$ cat config.mk
export PLATFORM = sky130hd
export DESIGN_NAME = irq_level_select
export DESIGN_NICKNAME = d
export VERILOG_FILES = /design/src/rtl/irq_sel_pkg.sv /design/src/rtl/irq_line_bank.sv /design/src/rtl/irq_level_merge.sv /design/src/rtl/irq_present_fsm.sv /design/src/rtl/irq_level_select.sv
export SDC_FILE = /design/constraint.sdc
export NUM_CORES = 1
export LEC_CHECK = 0
export ABC_CLOCK_PERIOD_IN_PS = 3000
export BUFFER_PORTS_ARGS = -buffer_cell sky130_fd_sc_hd__buf_2
export CAP_MARGIN = 20
export CELL_PAD_IN_SITES_DETAIL_PLACEMENT = 1
export CELL_PAD_IN_SITES_GLOBAL_PLACEMENT = 1
export CORE_UTILIZATION = 38
export DETAILED_ROUTE_END_ITERATION = 12
export PLACE_DENSITY = 0.89
export SKIP_CTS_REPAIR_TIMING = 1
export SYNTH_ARGS = -nofsm -noshare
export SYNTH_HDL_FRONTEND = slang
export SYNTH_SLANG_ARGS = --single-unit
$ cat constraint.sdc
create_clock -name clk -period 3 [get_ports clk]
set_input_delay 0.15 -clock clk [delete_from_list [all_inputs] [get_ports clk]]
set_output_delay 0.15 -clock clk [all_outputs]
set_load 0.03 [all_outputs]
$ cat src/rtl/irq_sel_pkg.sv
package irq_sel_pkg;

    // Presentation state: what kind of index the CPU currently sees.
    typedef enum logic [1:0] {
        ST_IDLE  = 2'd0,
        ST_EXT   = 2'd1,
        ST_OTHER = 2'd2
    } pres_state_e;

endpackage

$ cat src/rtl/irq_line_bank.sv
module irq_line_bank #(
    parameter int LEVELS = 16,
    parameter int SOFT_W = 16
) (
    input  logic              clk,
    input  logic              rst_n,
    input  logic [LEVELS-1:1] ext_set,
    input  logic [LEVELS-1:1] ext_clr,
    input  logic [SOFT_W-1:0] soft_in,
    output logic [LEVELS-1:1] ext_q,
    output logic [SOFT_W-1:0] soft_q
);

    // One flop per external level; a set strobe beats a clear strobe.
    for (genvar g = 1; g < LEVELS; g++) begin : g_line
        always_ff @(posedge clk or negedge rst_n) begin
            if (!rst_n) begin
                ext_q[g] <= 1'b0;
            end else if (ext_set[g]) begin
                ext_q[g] <= 1'b1;
            end else if (ext_clr[g]) begin
                ext_q[g] <= 1'b0;
            end
        end
    end

    always_ff @(posedge clk or negedge rst_n) begin
        if (!rst_n) begin
            soft_q <= '0;
        end else begin
            soft_q <= soft_in;
        end
    end


    set_lands_chk: assert property (@(posedge clk) disable iff (!rst_n)
        (|ext_set) |=> ((ext_q & $past(ext_set)) == $past(ext_set)));


    clr_lands_chk: assert property (@(posedge clk) disable iff (!rst_n)
        (|(ext_clr & ~ext_set)) |=> ((ext_q & $past(ext_clr & ~ext_set)) == '0));

endmodule

$ cat src/rtl/irq_level_merge.sv
module irq_level_merge #(
    parameter int LEVELS    = 16,
    parameter int SOFT_W    = 16,
    parameter int TIMER_LVL = 14,
    parameter int LVL_W     = $clog2(LEVELS)
) (
    input  logic [LEVELS-1:1] ext_q,
    input  logic [SOFT_W-1:0] soft_q,
    output logic              any_pend,
    output logic [LVL_W-1:0]  top_lvl
);

    logic [LEVELS-1:1] pend;

    // Soft bit 0 is the timer source: it is masked from its own position
    // and folded onto TIMER_LVL instead.
    for (genvar g = 1; g < LEVELS; g++) begin : g_lvl
        if (g == TIMER_LVL) begin : g_tmr
            assign pend[g] = ext_q[g] | soft_q[g] | soft_q[0];
        end else if (g < SOFT_W) begin : g_soft
            assign pend[g] = ext_q[g] | soft_q[g];
        end else begin : g_ext
            assign pend[g] = ext_q[g];
        end
    end

    // Highest numbered pending level wins; later iterations override.
    always_comb begin
        top_lvl = '0;
        for (int l = 1; l < LEVELS; l++) begin
            if (pend[l]) begin
                top_lvl = LVL_W'(l);
            end
        end
    end

    assign any_pend = |pend;

endmodule

$ cat src/rtl/irq_present_fsm.sv
module irq_present_fsm
    import irq_sel_pkg::*;
#(
    parameter int             IDX_W    = 9,
    parameter int             LVL_W    = 4,
    parameter logic [IDX_W-1:0] EXT_BASE = 9'h040
) (
    input  logic             clk,
    input  logic             rst_n,
    input  logic             any_pend,
    input  logic [LVL_W-1:0] top_lvl,
    input  logic             cpu_ack,
    input  logic             cpu_load,
    input  logic [IDX_W-1:0] cpu_load_idx,
    output logic [IDX_W-1:0] trap_idx,
    output logic             hard_req
);

    localparam int HI_W = IDX_W - LVL_W;
    localparam logic [HI_W-1:0] BASE_HI = EXT_BASE[IDX_W-1:LVL_W];

    pres_state_e       state_q, state_n;
    logic [IDX_W-1:0]  idx_q, idx_n;
    logic              req_q, req_n;
    logic [IDX_W-1:0]  cand;

    function automatic pres_state_e classify(input logic [IDX_W-1:0] v);
        if (v == '0) begin
            return ST_IDLE;
        end else if (v[IDX_W-1:LVL_W] == BASE_HI) begin
            return ST_EXT;
        end else begin
            return ST_OTHER;
        end
    endfunction

    assign cand = EXT_BASE | IDX_W'(top_lvl);

    always_comb begin
        state_n = state_q;
        idx_n   = idx_q;
        req_n   = req_q;
        if (cpu_ack) begin
            state_n = ST_IDLE;
            idx_n   = '0;
            req_n   = 1'b0;
        end else if (cpu_load) begin
            state_n = classify(cpu_load_idx);
            idx_n   = cpu_load_idx;
            req_n   = 1'b0;
        end else begin
            unique case (state_q)
                ST_IDLE: begin
                    if (any_pend) begin
                        state_n = ST_EXT;
                        idx_n   = cand;
                        req_n   = 1'b1;
                    end
                end
                ST_EXT: begin
                    if (!any_pend) begin
                        state_n = ST_IDLE;
                        idx_n   = '0;
                        req_n   = 1'b0;
                    end else if (cand != idx_q) begin
                        idx_n   = cand;
                        req_n   = 1'b1;
                    end
                end
                ST_OTHER: begin
                    state_n = ST_OTHER;
                end
                default: begin
                    state_n = ST_IDLE;
                    idx_n   = '0;
                    req_n   = 1'b0;
                end
            endcase
        end
    end

    // State register
    always_ff @(posedge clk or negedge rst_n) begin
        if (!rst_n) begin
            state_q <= ST_IDLE;
        end else begin
            state_q <= state_n;
        end
    end

    // Output registers
    always_ff @(posedge clk or negedge rst_n) begin
        if (!rst_n) begin
            idx_q <= '0;
            req_q <= 1'b0;
        end else begin
            idx_q <= idx_n;
            req_q <= req_n;
        end
    end

    assign trap_idx = idx_q;
    assign hard_req = req_q;


    req_only_ext_chk: assert property (@(posedge clk) disable iff (!rst_n)
        hard_req |-> (state_q == ST_EXT));


    req_level_nonzero_chk: assert property (@(posedge clk) disable iff (!rst_n)
        hard_req |-> (trap_idx[LVL_W-1:0] != '0 && trap_idx[IDX_W-1:LVL_W] == BASE_HI));


    ack_clears_chk: assert property (@(posedge clk) disable iff (!rst_n)
        cpu_ack |=> (trap_idx == '0 && !hard_req));


    foreign_hold_chk: assert property (@(posedge clk) disable iff (!rst_n)
        (state_q == ST_OTHER && !cpu_ack && !cpu_load) |=> $stable(trap_idx));


    withdraw_chk: assert property (@(posedge clk) disable iff (!rst_n)
        (state_q == ST_EXT && !any_pend && !cpu_ack && !cpu_load) |=> (trap_idx == '0 && !hard_req));


    load_takes_chk: assert property (@(posedge clk) disable iff (!rst_n)
        (cpu_load && !cpu_ack) |=> (trap_idx == $past(cpu_load_idx) && !hard_req));

endmodule

$ cat src/rtl/irq_level_select.sv
module irq_level_select
    import irq_sel_pkg::*;
#(
    parameter int               LEVELS    = 16,
    parameter int               SOFT_W    = 16,
    parameter int               TIMER_LVL = 14,
    parameter int               IDX_W     = 9,
    parameter logic [IDX_W-1:0] EXT_BASE  = 9'h040
) (
    input  logic              clk,
    input  logic              rst_n,
    input  logic [LEVELS-1:1] ext_set,
    input  logic [LEVELS-1:1] ext_clr,
    input  logic [SOFT_W-1:0] soft_int,
    input  logic              cpu_ack,
    input  logic              cpu_load,
    input  logic [IDX_W-1:0]  cpu_load_idx,
    output logic [IDX_W-1:0]  trap_idx,
    output logic              hard_req
);

    localparam int LVL_W = $clog2(LEVELS);

    logic [LEVELS-1:1] ext_q;
    logic [SOFT_W-1:0] soft_q;
    logic              any_pend;
    logic [LVL_W-1:0]  top_lvl;

    irq_line_bank #(
        .LEVELS (LEVELS),
        .SOFT_W (SOFT_W)
    ) u_bank (
        .clk     (clk),
        .rst_n   (rst_n),
        .ext_set (ext_set),
        .ext_clr (ext_clr),
        .soft_in (soft_int),
        .ext_q   (ext_q),
        .soft_q  (soft_q)
    );

    irq_level_merge #(
        .LEVELS    (LEVELS),
        .SOFT_W    (SOFT_W),
        .TIMER_LVL (TIMER_LVL),
        .LVL_W     (LVL_W)
    ) u_merge (
        .ext_q    (ext_q),
        .soft_q   (soft_q),
        .any_pend (any_pend),
        .top_lvl  (top_lvl)
    );

    irq_present_fsm #(
        .IDX_W    (IDX_W),
        .LVL_W    (LVL_W),
        .EXT_BASE (EXT_BASE)
    ) u_fsm (
        .clk          (clk),
        .rst_n        (rst_n),
        .any_pend     (any_pend),
        .top_lvl      (top_lvl),
        .cpu_ack      (cpu_ack),
        .cpu_load     (cpu_load),
        .cpu_load_idx (cpu_load_idx),
        .trap_idx     (trap_idx),
        .hard_req     (hard_req)
    );

endmodule

# Word-level counts from Yosys, hierarchy flattened
# Index checks and enable logic that the tools add are counted.
[totals] regBits=43 latchBits=0 ram_bits=0 mem_bits_ro=0 in_bits=59 out_inout_bits=10 word_cells=127 n_memories=0
[classes] addsub=0 multipliers=0 div_mod_pow=0 magnitude_cmp=0 eq_ne=8 shifts=0 muxes=64 bitwise=16 n_reduce_logical=20
[ops] operator="two-way mux 9 bit" n=5
[ops] operator="two-way mux 1 bit" n=36
[ops] operator="two-way mux 4 bit" n=8
[ops] operator="nonzero test 2 bit" n=15
[ops] operator="one-hot mux 9 bit (3 select lines)" n=1
[ops] operator="two-way mux 2 bit" n=8
[ops] operator="OR 1 bit" n=16
[ops] operator="OR reduction 15 bit" n=1
[ops] operator="two-way mux 3 bit" n=4
[ops] operator="logical NOT 9 bit" n=1
[ops] operator="!= test 7 x 9 -> 1 bit" n=1
[ops] operator="one-hot mux 2 bit (3 select lines)" n=1
[ops] operator="equality test 5 x 3 -> 1 bit (second input constant)" n=1
[ops] operator="!= test 5 bit (second input constant)" n=1
[ops] operator="!= test 4 x 3 -> 1 bit (second input constant)" n=1
[ops] operator="!= test 4 bit (second input constant)" n=1
[ops] operator="!= test 3 bit (second input constant)" n=1
[ops] operator="one-hot mux 1 bit (3 select lines)" n=1
[ops] operator="AND reduction 3 bit" n=1
[ops] operator="equality test 2 x 1 -> 1 bit (second input constant)" n=1
[ops] operator="equality test 2 bit (second input constant)" n=1
[ops] operator="logical NOT 2 bit" n=1
[ops] operator="AND reduction 2 bit" n=1

# Longest topological paths before layout
# Gate-level depths: netlist of run 1.
[depth] word_depth=22 depth_mapped=6 mapped_depth_nobuf=6

# Hierarchy
# From an unflattened synthesis of run 1, not the netlist that was laid out.
[hier_totals] cells_unflattened=158 area_unflattened_um2=1805.5
[modules_own_cells] module="irq_line_bank" instances=1 cells_each=61 area_each_um2=944.7 seq_area_each_um2=775.7
[modules_own_cells] module="irq_present_fsm" instances=1 cells_each=60 area_each_um2=650.6 seq_area_each_um2=300.3
[modules_own_cells] module="irq_level_merge" instances=1 cells_each=37 area_each_um2=210.2 seq_area_each_um2=0.0

# Least setup slack after synthesis of run 1
# Ideal clock, no wire load.
[synth_timing] path_kind="register to register" start="register u_fsm.idx_q[4] (netlist: u_fsm.trap_idx[4])" end="register u_fsm.idx_q[1] (netlist: u_fsm.trap_idx[1])" setup_ns=0.133 t_arrival_ns=2.126 t_required_ns=2.867 slack_ns=0.741 path_stages_with_launch=6 n_path_buf=0 synth_period_minus_slack_ns=2.259 cell_sequence="dfrtp_1 -> or4b_1 -> or4_4 -> a211o_4 -> o41ai_1 -> a31oi_1"
[synth_between] elab_chain_cells=3
[synth_rtl] element="from (decl)" line="irq_present_fsm.sv:23" source="logic [IDX_W-1:0] idx_q, idx_n;"
[synth_rtl] element="from (signal assigned)" line="irq_present_fsm.sv:97" source="idx_q <= idx_n;"
[synth_rtl] element="!= test 7 x 9 -> 1 bit" line="irq_present_fsm.sv:65" source="end else if (cand != idx_q) begin"
[synth_rtl] element="!= test 5 bit (no line)"
[synth_rtl] element="AND reduction 3 bit (no line)"
# No other way between the ends.
# A chain may end at the register's enable or synchronous reset.

# Worst setup path after layout of run 1
[layout_timing] start="register u_bank.ext_q[4] (netlist name)" end="register u_fsm.idx_q[0] (netlist: u_fsm.trap_idx[0])"
[layout_between] elab_chain_cells=18 word_cells_on_any_way=24 classes_between="eq/ne (3); mux (18); bitwise (1); reduce/logical (2)"
[layout_rtl] element="from (decl)" line="irq_line_bank.sv:10" source="output logic [LEVELS-1:1] ext_q,"
[layout_rtl] element="from (signal, indexed assignment)" line="irq_line_bank.sv:18" source="ext_q[g] <= 1'b0;"
[layout_rtl] element="from (signal, indexed assignment)" line="irq_line_bank.sv:20" source="ext_q[g] <= 1'b1;"
[layout_rtl] element="from (signal, indexed assignment)" line="irq_line_bank.sv:22" source="ext_q[g] <= 1'b0;"
[layout_rtl] element="OR 1 bit *" line="irq_level_merge.sv:21" source="assign pend[g] = ext_q[g] | soft_q[g];"
[layout_rtl] element="two-way mux 3 bit (4 in series)" line="irq_level_merge.sv:31" source="if (pend[l]) begin"
[layout_rtl] element="two-way mux 4 bit (8 in series)" line="irq_level_merge.sv:31"
[layout_rtl] element="two-way mux 9 bit" line="irq_present_fsm.sv:65"
[layout_rtl] element="two-way mux 9 bit" line="irq_present_fsm.sv:61" source="if (!any_pend) begin"
[layout_rtl] element="one-hot mux 9 bit (3 select lines)" line="irq_present_fsm.sv:52" source="unique case (state_q)"
[layout_rtl] element="two-way mux 9 bit" line="irq_present_fsm.sv:47" source="end else if (cpu_load) begin"
[layout_rtl] element="two-way mux 9 bit" line="irq_present_fsm.sv:43" source="if (cpu_ack) begin"
# Mark *: on every way between the ends. The rest lies on a longest branch, timed or not. The select of a mux whose other input is x is not followed.

==> metrics.cfg, run 1 <==
[run_status]
status = finished with violations
violations = negative hold slack

[routing]
vias_per_cell = 5.32
route.vias.total = 1894
ant_nets = 0
wl_per_cell_um = 15.3
route.detailed.drc = 0
drtPass1Iterations = 4
drtIter0Drc = 53
drt_wl_total_um = 5440

[place]
gp_congestion = 0.860
port_buffers = 68
dpl.hpwl_um = 4250
placed_cell_area_mm2 = 0.00248

[clock_network]
cts_root_buf = clkbuf_8
clk_latency_ps = 300
cts_sinks = 43
clockBufferDepth = 2
clk_pin_slew_worst_paths_ps = 80
htreeDepth = 2
numCtsBuffers = 5
cts_tree = built

[logic_synthesis]
ys.flop_type = dfrtp_1
async_flop_share_pct = 100
yosys_warnings = 0
netlist_area_mm2 = 0.00205
synth_cell_type_count = 48
syn_area_per_cell_um2 = 10.5
synth_cells = 195
ys_seq_area_share_pct = 52.4
synth_edf_count = 0
ys_ff_latch = 43
syn_nets = 254

[floorplan]
die-area_mm2 = 0.00570
core_area_mm2 = 0.00514
initial_core_util_pct = 39.9
row_count = 26
pin_count = 69
die_w_um = 75.5
die_y_um = 75.5

[sta]
hold_viol = 28
fin_tns_setup_ps = 0
tightest_slew_ps = 930
skew_ps = 7.32
setup_violations = 0
rsz0062_at_grt = false
slew_headroom_pct = 38.0
max_freq_mhz = 431
hold-worst-slack_ps = -10.3
finalCriticalPeriod_ps = 2320
final.period_utilization_pct = 77.4
maxSlewViolCount = 0

[power]
power.internal_uw = 870
power_density_mw_per_mm2 = 444
clkPwrFrac_pct = 29.8
p_total_uw = 1210
switching_power_uw = 339
vdd_drop_max_uv = 252
combPwrFrac_pct = 16.1
seqPwrFrac_pct = 54.2
p_leak_uw = 0.00126
switching_share_pct = 28.0

[global_route]
grt_max_degree = 44
grtUsageTotal_pct = 20.4
grt_pass1_vias = 1883
grt_pass1_wl_um = 8540
antenna_found_initial = 0
grt.overflow.total = 0

[setup_path]
critPathArrivalTime_ps = 2540
cp-end-kind = flop
critPathKind = reg2reg
r2r_cells = 6
start_kind = flop
crit_chain = or4_1 -> o211ai_1 -> a31oi_1 -> xnor2_1 -> o31ai_1 -> a31oi_1
r2r_slack_ps = 680
crit_path_top_delay_cell = or4_1
critical_path.reg2reg.endpoint = u_fsm.trap_idx[0]
worstPathRequired_ps = 3220
crit_top_cell = a31oi_1
max_stage_delay_ps = 570
reg2reg_from = u_bank.ext_q[4]
critPathMaxFanout = 5

[finish]
syn_to_final_growth_pct = 32.6
diodes = 0
design_area_mm2 = 0.00272
drive_above_1_share_pct = 30.4
nets = 344

[hold_path]
hold_class = in2async

[flow_run]
drv_cap = 0

## stage by stage
step           utilization (%)  setup slack (ps)  hold WS, ps  std cells
5_1_grt                   53.0               547         17.1        356
4_1_cts                   49.9               700        -52.0        340
6_report                  53.0               677        -10.3        356
2_1_floorplan                -               741         -146        195
3_5_place_dp              48.2               710          260        332
3_3_place_gp              48.2               795          259        332
## logic make-up after synthesis
kind of cell	count (synthesis)	synth area share, %
compound gates	62	23.1
xor+xnor	2	0.853
buf+inv	22	4.02
flops	43	52.4
mux	1	0.488
simple gates	65	19.1
## power groups by stage
| stage | combinational (µW) | sequential [µW] | clock [µW] |
|---|---|---|---|
| finish | 194 | 655 | 360 |
| detailed placement | 178 | 667 | 0 |
| floorplan | 76.1 | 677 | 0 |
| CTS | 179 | 655 | 368 |
| global placement | 173 | 663 | 0 |
| global route | 215 | 661 | 395 |
## metal layers
| layer | vias up | routed length (µm) | global-route usage [%] |
|---|---|---|---|
| met2 | 52 | 2900 | 35.7 |
| met3 | 6 | 221 | 5.03 |
| li1 | 912 | - | - |
| met4 | 0 | 52 | 5.76 |
| met1 | 924 | 2270 | 25.2 |
| met5 | - | 0 | 0 |
## area by class of cell
class	count	area (µm²)
clock buffer	6	72.6
clock inverter	2	12.5
fill	632	2420
inverter	21	78.8
multi-input combinational	130	895
sequential	43	1080
tap	70	87.6
timing repair buffer	84	500
## state kept, by name, summed over array words and instances, names as in the netlist
| name | flops |
|---|---|
| u_fsm.trap_idx | 9 |
| u_bank.soft_q | 16 |
| u_fsm.hard_req | 1 |
| u_fsm.state_q | 2 |
| u_bank.ext_q | 15 |
## cells in the final DEF (no fill, tap or decap), types with 4 or more instances in the layout
cell type and count:
clkbuf_8 5, dfrtp_1 43, nor2_1 14, a21oi_1 9, or3_1 4, o211ai_1 5, buf_2 68, nor4_1 8
inv_1 21, a21o_1 16, o31ai_1 4, nand2_1 5, a22o_1 4, dlygate4sd3_1 16, nand3_1 4, nor3_1 9
## cell usage after synthesis (3+ instances only)
| master | n | area share, % |
|---|---|---|
| or3_1 | 4 | 1.2 |
| nor2_1 | 14 | 2.6 |
| nand3_1 | 4 | 0.98 |
| dfrtp_1 | 43 | 52 |
| nor3_1 | 9 | 2.2 |
| nor4_1 | 8 | 2.4 |
| a21o_1 | 16 | 5.9 |
| or4_1 | 3 | 1.1 |
| nand4_1 | 3 | 0.91 |
| o211ai_1 | 5 | 1.8 |
| a31oi_1 | 3 | 0.91 |
| a21oi_1 | 9 | 2.2 |
| a22o_1 | 4 | 1.7 |
| inv_1 | 21 | 3.8 |
| o31ai_1 | 4 | 1.5 |
| or2_2 | 3 | 0.91 |
| nand2_1 | 5 | 0.91 |
## worst max-delay path, delay by kind of cell, from the launching register on
family           cells  cell delay (ps)
AO/OA/AOI/OAI        4              770
AND/OR/NAND/NOR      1              570
XOR/XNOR             1              490
flip-flops           1              420
## worst max path at each step
stage                                    to              start
after floorplan           u_fsm.trap_idx[1]  u_fsm.trap_idx[4]
after global placement    u_fsm.trap_idx[1]  u_fsm.trap_idx[4]
after detailed placement  u_fsm.trap_idx[0]    u_bank.ext_q[4]
after CTS                 u_fsm.trap_idx[3]    u_bank.ext_q[4]
after global routing      u_fsm.trap_idx[3]    u_bank.ext_q[6]
final                     u_fsm.trap_idx[0]    u_bank.ext_q[4]
Note: power is estimated with default switching activity, not from simulation.
==> inputs of run 2 (changes only) <==
--- a/config.mk
+++ b/config.mk
@@ -5,14 +5,14 @@
 export SDC_FILE = /design/constraint.sdc
 export NUM_CORES = 1
 export LEC_CHECK = 0
-export ABC_CLOCK_PERIOD_IN_PS = 3000
+export ABC_CLOCK_PERIOD_IN_PS = 2000
 export BUFFER_PORTS_ARGS = -buffer_cell sky130_fd_sc_hd__buf_2
 export CAP_MARGIN = 20
 export CELL_PAD_IN_SITES_DETAIL_PLACEMENT = 1
 export CELL_PAD_IN_SITES_GLOBAL_PLACEMENT = 1
-export CORE_UTILIZATION = 38
+export CORE_UTILIZATION = 34
 export DETAILED_ROUTE_END_ITERATION = 12
-export PLACE_DENSITY = 0.89
+export PLACE_DENSITY = 0.84
 export SKIP_CTS_REPAIR_TIMING = 1
 export SYNTH_ARGS = -nofsm -noshare
 export SYNTH_HDL_FRONTEND = slang
==> constraint.sdc (replaced) <==
create_clock -name clk -period 2 [get_ports clk]
set_input_delay 0.1 -clock clk [delete_from_list [all_inputs] [get_ports clk]]
set_output_delay 0.1 -clock clk [all_outputs]
set_load 0.03 [all_outputs]
==> run 2 against run 1 <==
  * The run ends with negative setup slack left
  * Register-to-register slack got worse by 840 ps
  * Clock skew fell by 0.67 ps
  * Cell count rose by 14%
  * Flip-flop and latch count did not move
  * Critical endpoint is now u_fsm.trap_idx[3]
  * Combinational power rose by 110%
  * Highest routed layer unchanged
  * Non-clock buffer count rose by 47
  * Via count rose by 15%
  * Design area rose by 22%
==> metrics.cfg, run 2 (synthesis gave the netlist of run 1 again) <==
[run_status]
status = finished with violations
violations = negative setup slack

[floorplan]
row_count = 27
initial_core_util_pct = 36.2
die-area_mm2 = 0.00635
die_w_um = 79.7
pin_count = 69
die_y_um = 79.7
core_area_mm2 = 0.00568

[setup_path]
critical_path.reg2reg.endpoint = u_fsm.trap_idx[3]
r2r_slack_ps = -160
start_kind = flop
critPathArrivalTime_ps = 2380
cp_num_buf_inv = 3
critPathMaxFanout = 6
endpoint = u_fsm.trap_idx[3]
cp_num_cells = 9
cp-startpoint = u_bank.soft_q[10]
max_stage_delay_ps = 410
crit_chain = nor4_2 -> buf_4 -> nand2_1 -> buf_4 -> o31ai_2 -> nand2_1 -> buf_4 -> o211a_1 -> nor3_2
worstPathRequired_ps = 2220
critPathKind = reg2reg
cp-end-kind = flop
crit_top_cell = buf_4
path_delay_family = simple AND/OR/NAND/NOR gates
reg2reg_from = u_bank.soft_q[10]
crit_path_top_delay_cell = dfrtp_1
r2r_cells = 9

[routing]
wl_met3_um = 326
drtPass1Iterations = 4
drt_wl_total_um = 7010
vias_per_cell = 5.39
wl_met2_um = 3840
route.detailed.drc = 0
route.vias.total = 2184
route.top_layer_used = met4
wl_per_cell_um = 17.3
ant_nets = 0
wl_met1_um = 2730
drtIter0Drc = 112

[place]
dpl.hpwl_um = 4940
gp_congestion = 0.848
port_buffers = 68
dp.cells = 365
placed_cell_area_mm2 = 0.00274

[global_route]
antenna_found_initial = 0
grt_max_degree = 26
grt_pass1_vias = 2124
grt.overflow.total = 0
grtUsageTotal_pct = 20.7
grt_pass1_wl_um = 9970

[finish]
regMostFlops = u_bank.soft_q
syn_to_final_growth_pct = 61.9
diodes = 0
nets = 391
design_area_mm2 = 0.00332
postLayoutCoreUtil_pct = 58.6
drive_above_1_share_pct = 42.9
largest_reg_flops = 16
fillers = 660
final_cell_mix = buf_2, dfrtp_1, buf_4
final_common_cell = buf_2
stdcell_count = 405

[clock_network]
htreeDepth = 2
clk_latency_ps = 300
clk_pin_slew_worst_paths_ps = 90
cts_root_buf = clkbuf_8
cts_tree = built
numCtsBuffers = 5
clockBufferDepth = 2
cts_sinks = 43

[power]
vdd_drop_max_uv = 318
power_density_mw_per_mm2 = 639
p_leak_uw = 0.00153

[sta]
postLayoutSetupSlackWorst_ps = -158
finalCriticalPeriod_ps = 2160
final.period_utilization_pct = 108
max_freq_mhz = 463
skew_ps = 6.65
tightest_slew_ps = 467
hold-worst-slack_ps = 8.22
slew_headroom_pct = 68.9
maxSlewViolCount = 0
rsz0062_at_grt = true
setup_violations = 10
fin_tns_setup_ps = -868
hold_viol = 0

[flow_run]
drv_cap = 0

[hold_path]
hold_class = in2reg

## run 2: layout make-up
cell class / instances / area, µm² / area share, %
multi-input cells: 130 / 1060 / 32.0
clock inverters: 2 / 38.8 / 1.17
flip-flops and latches: 43 / 1080 / 32.4
well taps: 72 / 90.1 / 2.71
repair buffers: 131 / 891 / 26.8
inverters: 21 / 78.8 / 2.37
clock buffers: 6 / 82.6 / 2.48
## run 2: metal layers
metal  GRT usage [%]  vias to the layer above
met4            6.00                        0
met1            24.3                     1087
met2            38.3                       82
met3            3.20                       11
met5               0                        -
li1                -                     1004
## run 2: worst min-delay path by stage
stage	start	to	slack [ps]	depth (start not counted)
after floorplan	rst_n	u_bank.ext_q[10]	-200	0
after global placement	rst_n	u_bank.soft_q[13]	80	1
after detailed placement	rst_n	u_bank.soft_q[13]	90	1
after CTS	rst_n	u_bank.soft_q[13]	-240	1
after global routing	ext_set[6]	u_bank.ext_q[6]	8	2
final	ext_set[6]	u_bank.ext_q[6]	8	2
## run 2: worst reg2reg max path: cells and delay by family (launching register included)
family	cells	cell delay, ps
flip-flops	1	410
buffers and inverters	3	530
AND/OR/NAND/NOR	4	630
AO/OA/AOI/OAI	2	500
## run 2: through the flow
stage,total power [µW],worst slack [ps]
global route,2220,-291
floorplan,1130,-110
CTS,2060,-292
finish,2120,-158
global placement,1310,-114
detailed placement,1330,-253
## run 2: report_power, final
part           switching, µW  total (µW)  leakage (µW)  internal, µW
registers               64.2         988      0.000502           924
clock network            315         726     0.0000618           411
logic                    202         411      0.000962           209
==> inputs of run 3 (changes only) <==
--- a/config.mk
+++ b/config.mk
@@ -13,6 +13,7 @@
 export CORE_UTILIZATION = 34
 export DETAILED_ROUTE_END_ITERATION = 12
 export PLACE_DENSITY = 0.84
+export RECOVER_POWER = 50
 export SKIP_CTS_REPAIR_TIMING = 1
 export SYNTH_ARGS = -nofsm -noshare
 export SYNTH_HDL_FRONTEND = slang
==> constraint.sdc (replaced) <==
create_clock -name clk -period 2 [get_ports clk]
set_input_delay 0.2 -clock clk [delete_from_list [all_inputs] [get_ports clk]]
set_output_delay 0.2 -clock clk [all_outputs]
set_load 0.03 [all_outputs]
==> run 3 against run 2 <==
  * The run still ends with negative setup slack left
  * Utilization fell by 6.1 points
  * Count of clock-buffer cells in the layout fell by 1
  * Cell count fell by 5.7%
  * Die area did not move
  * Clock power fell by 7.7%
  * First-iteration DRC count fell by 17%
  * Clock skew barely moved
  * Global-route usage rose by 0.16 points
  * Fmax fell by 3.5%
  * Sequential share of layout area rose by 3.7 points
  * Flip-flop and latch count did not move
  * Design area fell by 10%
  * Largest power group unchanged
==> metrics.cfg, run 3 (synthesis gave the netlist of run 1 again) <==
[finish]
final_cell_mix = buf_2, dfrtp_1, buf_4
nets = 369
syn_to_final_growth_pct = 45.2
drive_above_1_share_pct = 42.6
final_common_cell = buf_2
diodes = 0
fillers = 675
postLayoutCoreUtil_pct = 52.5
regMostFlops = u_bank.soft_q
stdcell_count = 382
largest_reg_flops = 16

[setup_path]
critPathKind = reg2reg
critPathArrivalTime_ps = 2450
critPathMaxFanout = 6
start_kind = flop
cp-end-kind = flop
worstPathRequired_ps = 2210

[routing]
vias_per_cell = 5.44
route.detailed.drc = 0
drtPass1Iterations = 4
drtIter0Drc = 93
ant_nets = 0
wl_per_cell_um = 17.3
drt_wl_total_um = 6610
route.vias.total = 2077

[sta]
postLayoutSetupSlackWorst_ps = -236
setup_violations = 9
max_freq_mhz = 447
finalCriticalPeriod_ps = 2240
rsz0062_at_grt = true
hold-worst-slack_ps = 10.8
maxSlewViolCount = 0
tightest_slew_ps = 1240
fin_tns_setup_ps = -1000
skew_ps = 6.95
final.period_utilization_pct = 112
slew_headroom_pct = 17.0
hold_viol = 0

[power]
vdd_drop_max_uv = 481
p_leak_uw = 0.00139
power_density_mw_per_mm2 = 671

[clock_network]
clk_latency_ps = 290
clk_pin_slew_worst_paths_ps = 90
cts_sinks = 43
cts_tree = built
htreeDepth = 2
numCtsBuffers = 5
clockBufferDepth = 2
cts_root_buf = clkbuf_8

[global_route]
grt_max_degree = 23
grt_pass1_wl_um = 10000
grt_pass1_vias = 2204
grtUsageTotal_pct = 20.8
antenna_found_initial = 0
grt.overflow.total = 0

[run_status]
violations = negative setup slack
status = finished with violations

[place]
dpl.hpwl_um = 5070
gp_congestion = 0.874
dp.cells = 367
port_buffers = 68

[hold_path]
hold_class = in2reg

[floorplan]
pin_count = 69
core_area_mm2 = 0.00568
initial_core_util_pct = 36.2
row_count = 27
die_y_um = 79.7
die-area_mm2 = 0.00635
die_w_um = 79.7

[flow_run]
drv_cap = 0

[run 3: cell count changes in the layout (fill, tap and decap cells not counted), moves of 3 or more]
cell	delta
dlygate4sd3_1	-24
clkbuf_4	+5
clkbuf_1	+5
nor4_2	+3
buf_4	-7
[run 3: power breakdown]
group | leakage [µW] | internal [µW] | switching (µW)
registers | 0.000502 | 924 | 55.3
clock network | 0.0000502 | 365 | 305
logic | 0.000840 | 163 | 187
[run 3: path summary, 6_finish.rpt]
path / end / slack [ps] / cells past startpoint / start
worst min register to register: u_bank.ext_q[1] / 510 / 1 / u_bank.ext_q[1]
min in group asynchronous: u_bank.ext_q[8] / 680 / 2 / rst_n
max in group asynchronous: u_bank.soft_q[10] / 380 / 3 / rst_n
worst max-delay path: u_fsm.trap_idx[3] / -240 / 6 / u_bank.ext_q[13]
worst min-delay path: u_bank.soft_q[14] / 10 / 1 / soft_int[14]
worst max register to register: u_fsm.trap_idx[3] / -240 / 6 / u_bank.ext_q[13]
[run 3: layer usage]
| metal | vias to the layer above | share of wire, % | global-route usage (%) |
|---|---|---|---|
| li1 | 965 | - | - |
| met1 | 1025 | 40 | 23.6 |
| met2 | 67 | 53 | 37.6 |
| met3 | 20 | 3.9 | 3.89 |
| met4 | 0 | 3.3 | 9.27 |
| met5 | - | 0 | 0 |
[run 3: stage by stage]
stage | setup WS (ps) | power (µW) | area [µm²]
finish | -236 | 2000 | 2980
detailed placement | -231 | 1330 | 2760
CTS | -245 | 2000 | 2860
floorplan | -110 | 1130 | 2080
global placement | -105 | 1310 | 2760
global route | -298 | 2080 | 2980
[run 3: cell type report]
class	count	area [µm²]	share of cell area, %
flip-flops and latches	43	1080	36.2
multi-input cells	130	977	32.8
repair buffers	109	649	21.8
well taps	72	90.1	3.02
inverters	21	78.8	2.64
clock buffers	5	68.8	2.31
clock inverters	2	37.5	1.26
[run 3: worst max-delay path: stages, from the launching register on]
cell       delay, ps
dfrtp_1          440
nor4_4           420
o2111ai_1        170
a211o_1          380
a211o_4          400
o211a_1          220
nor3_1           130
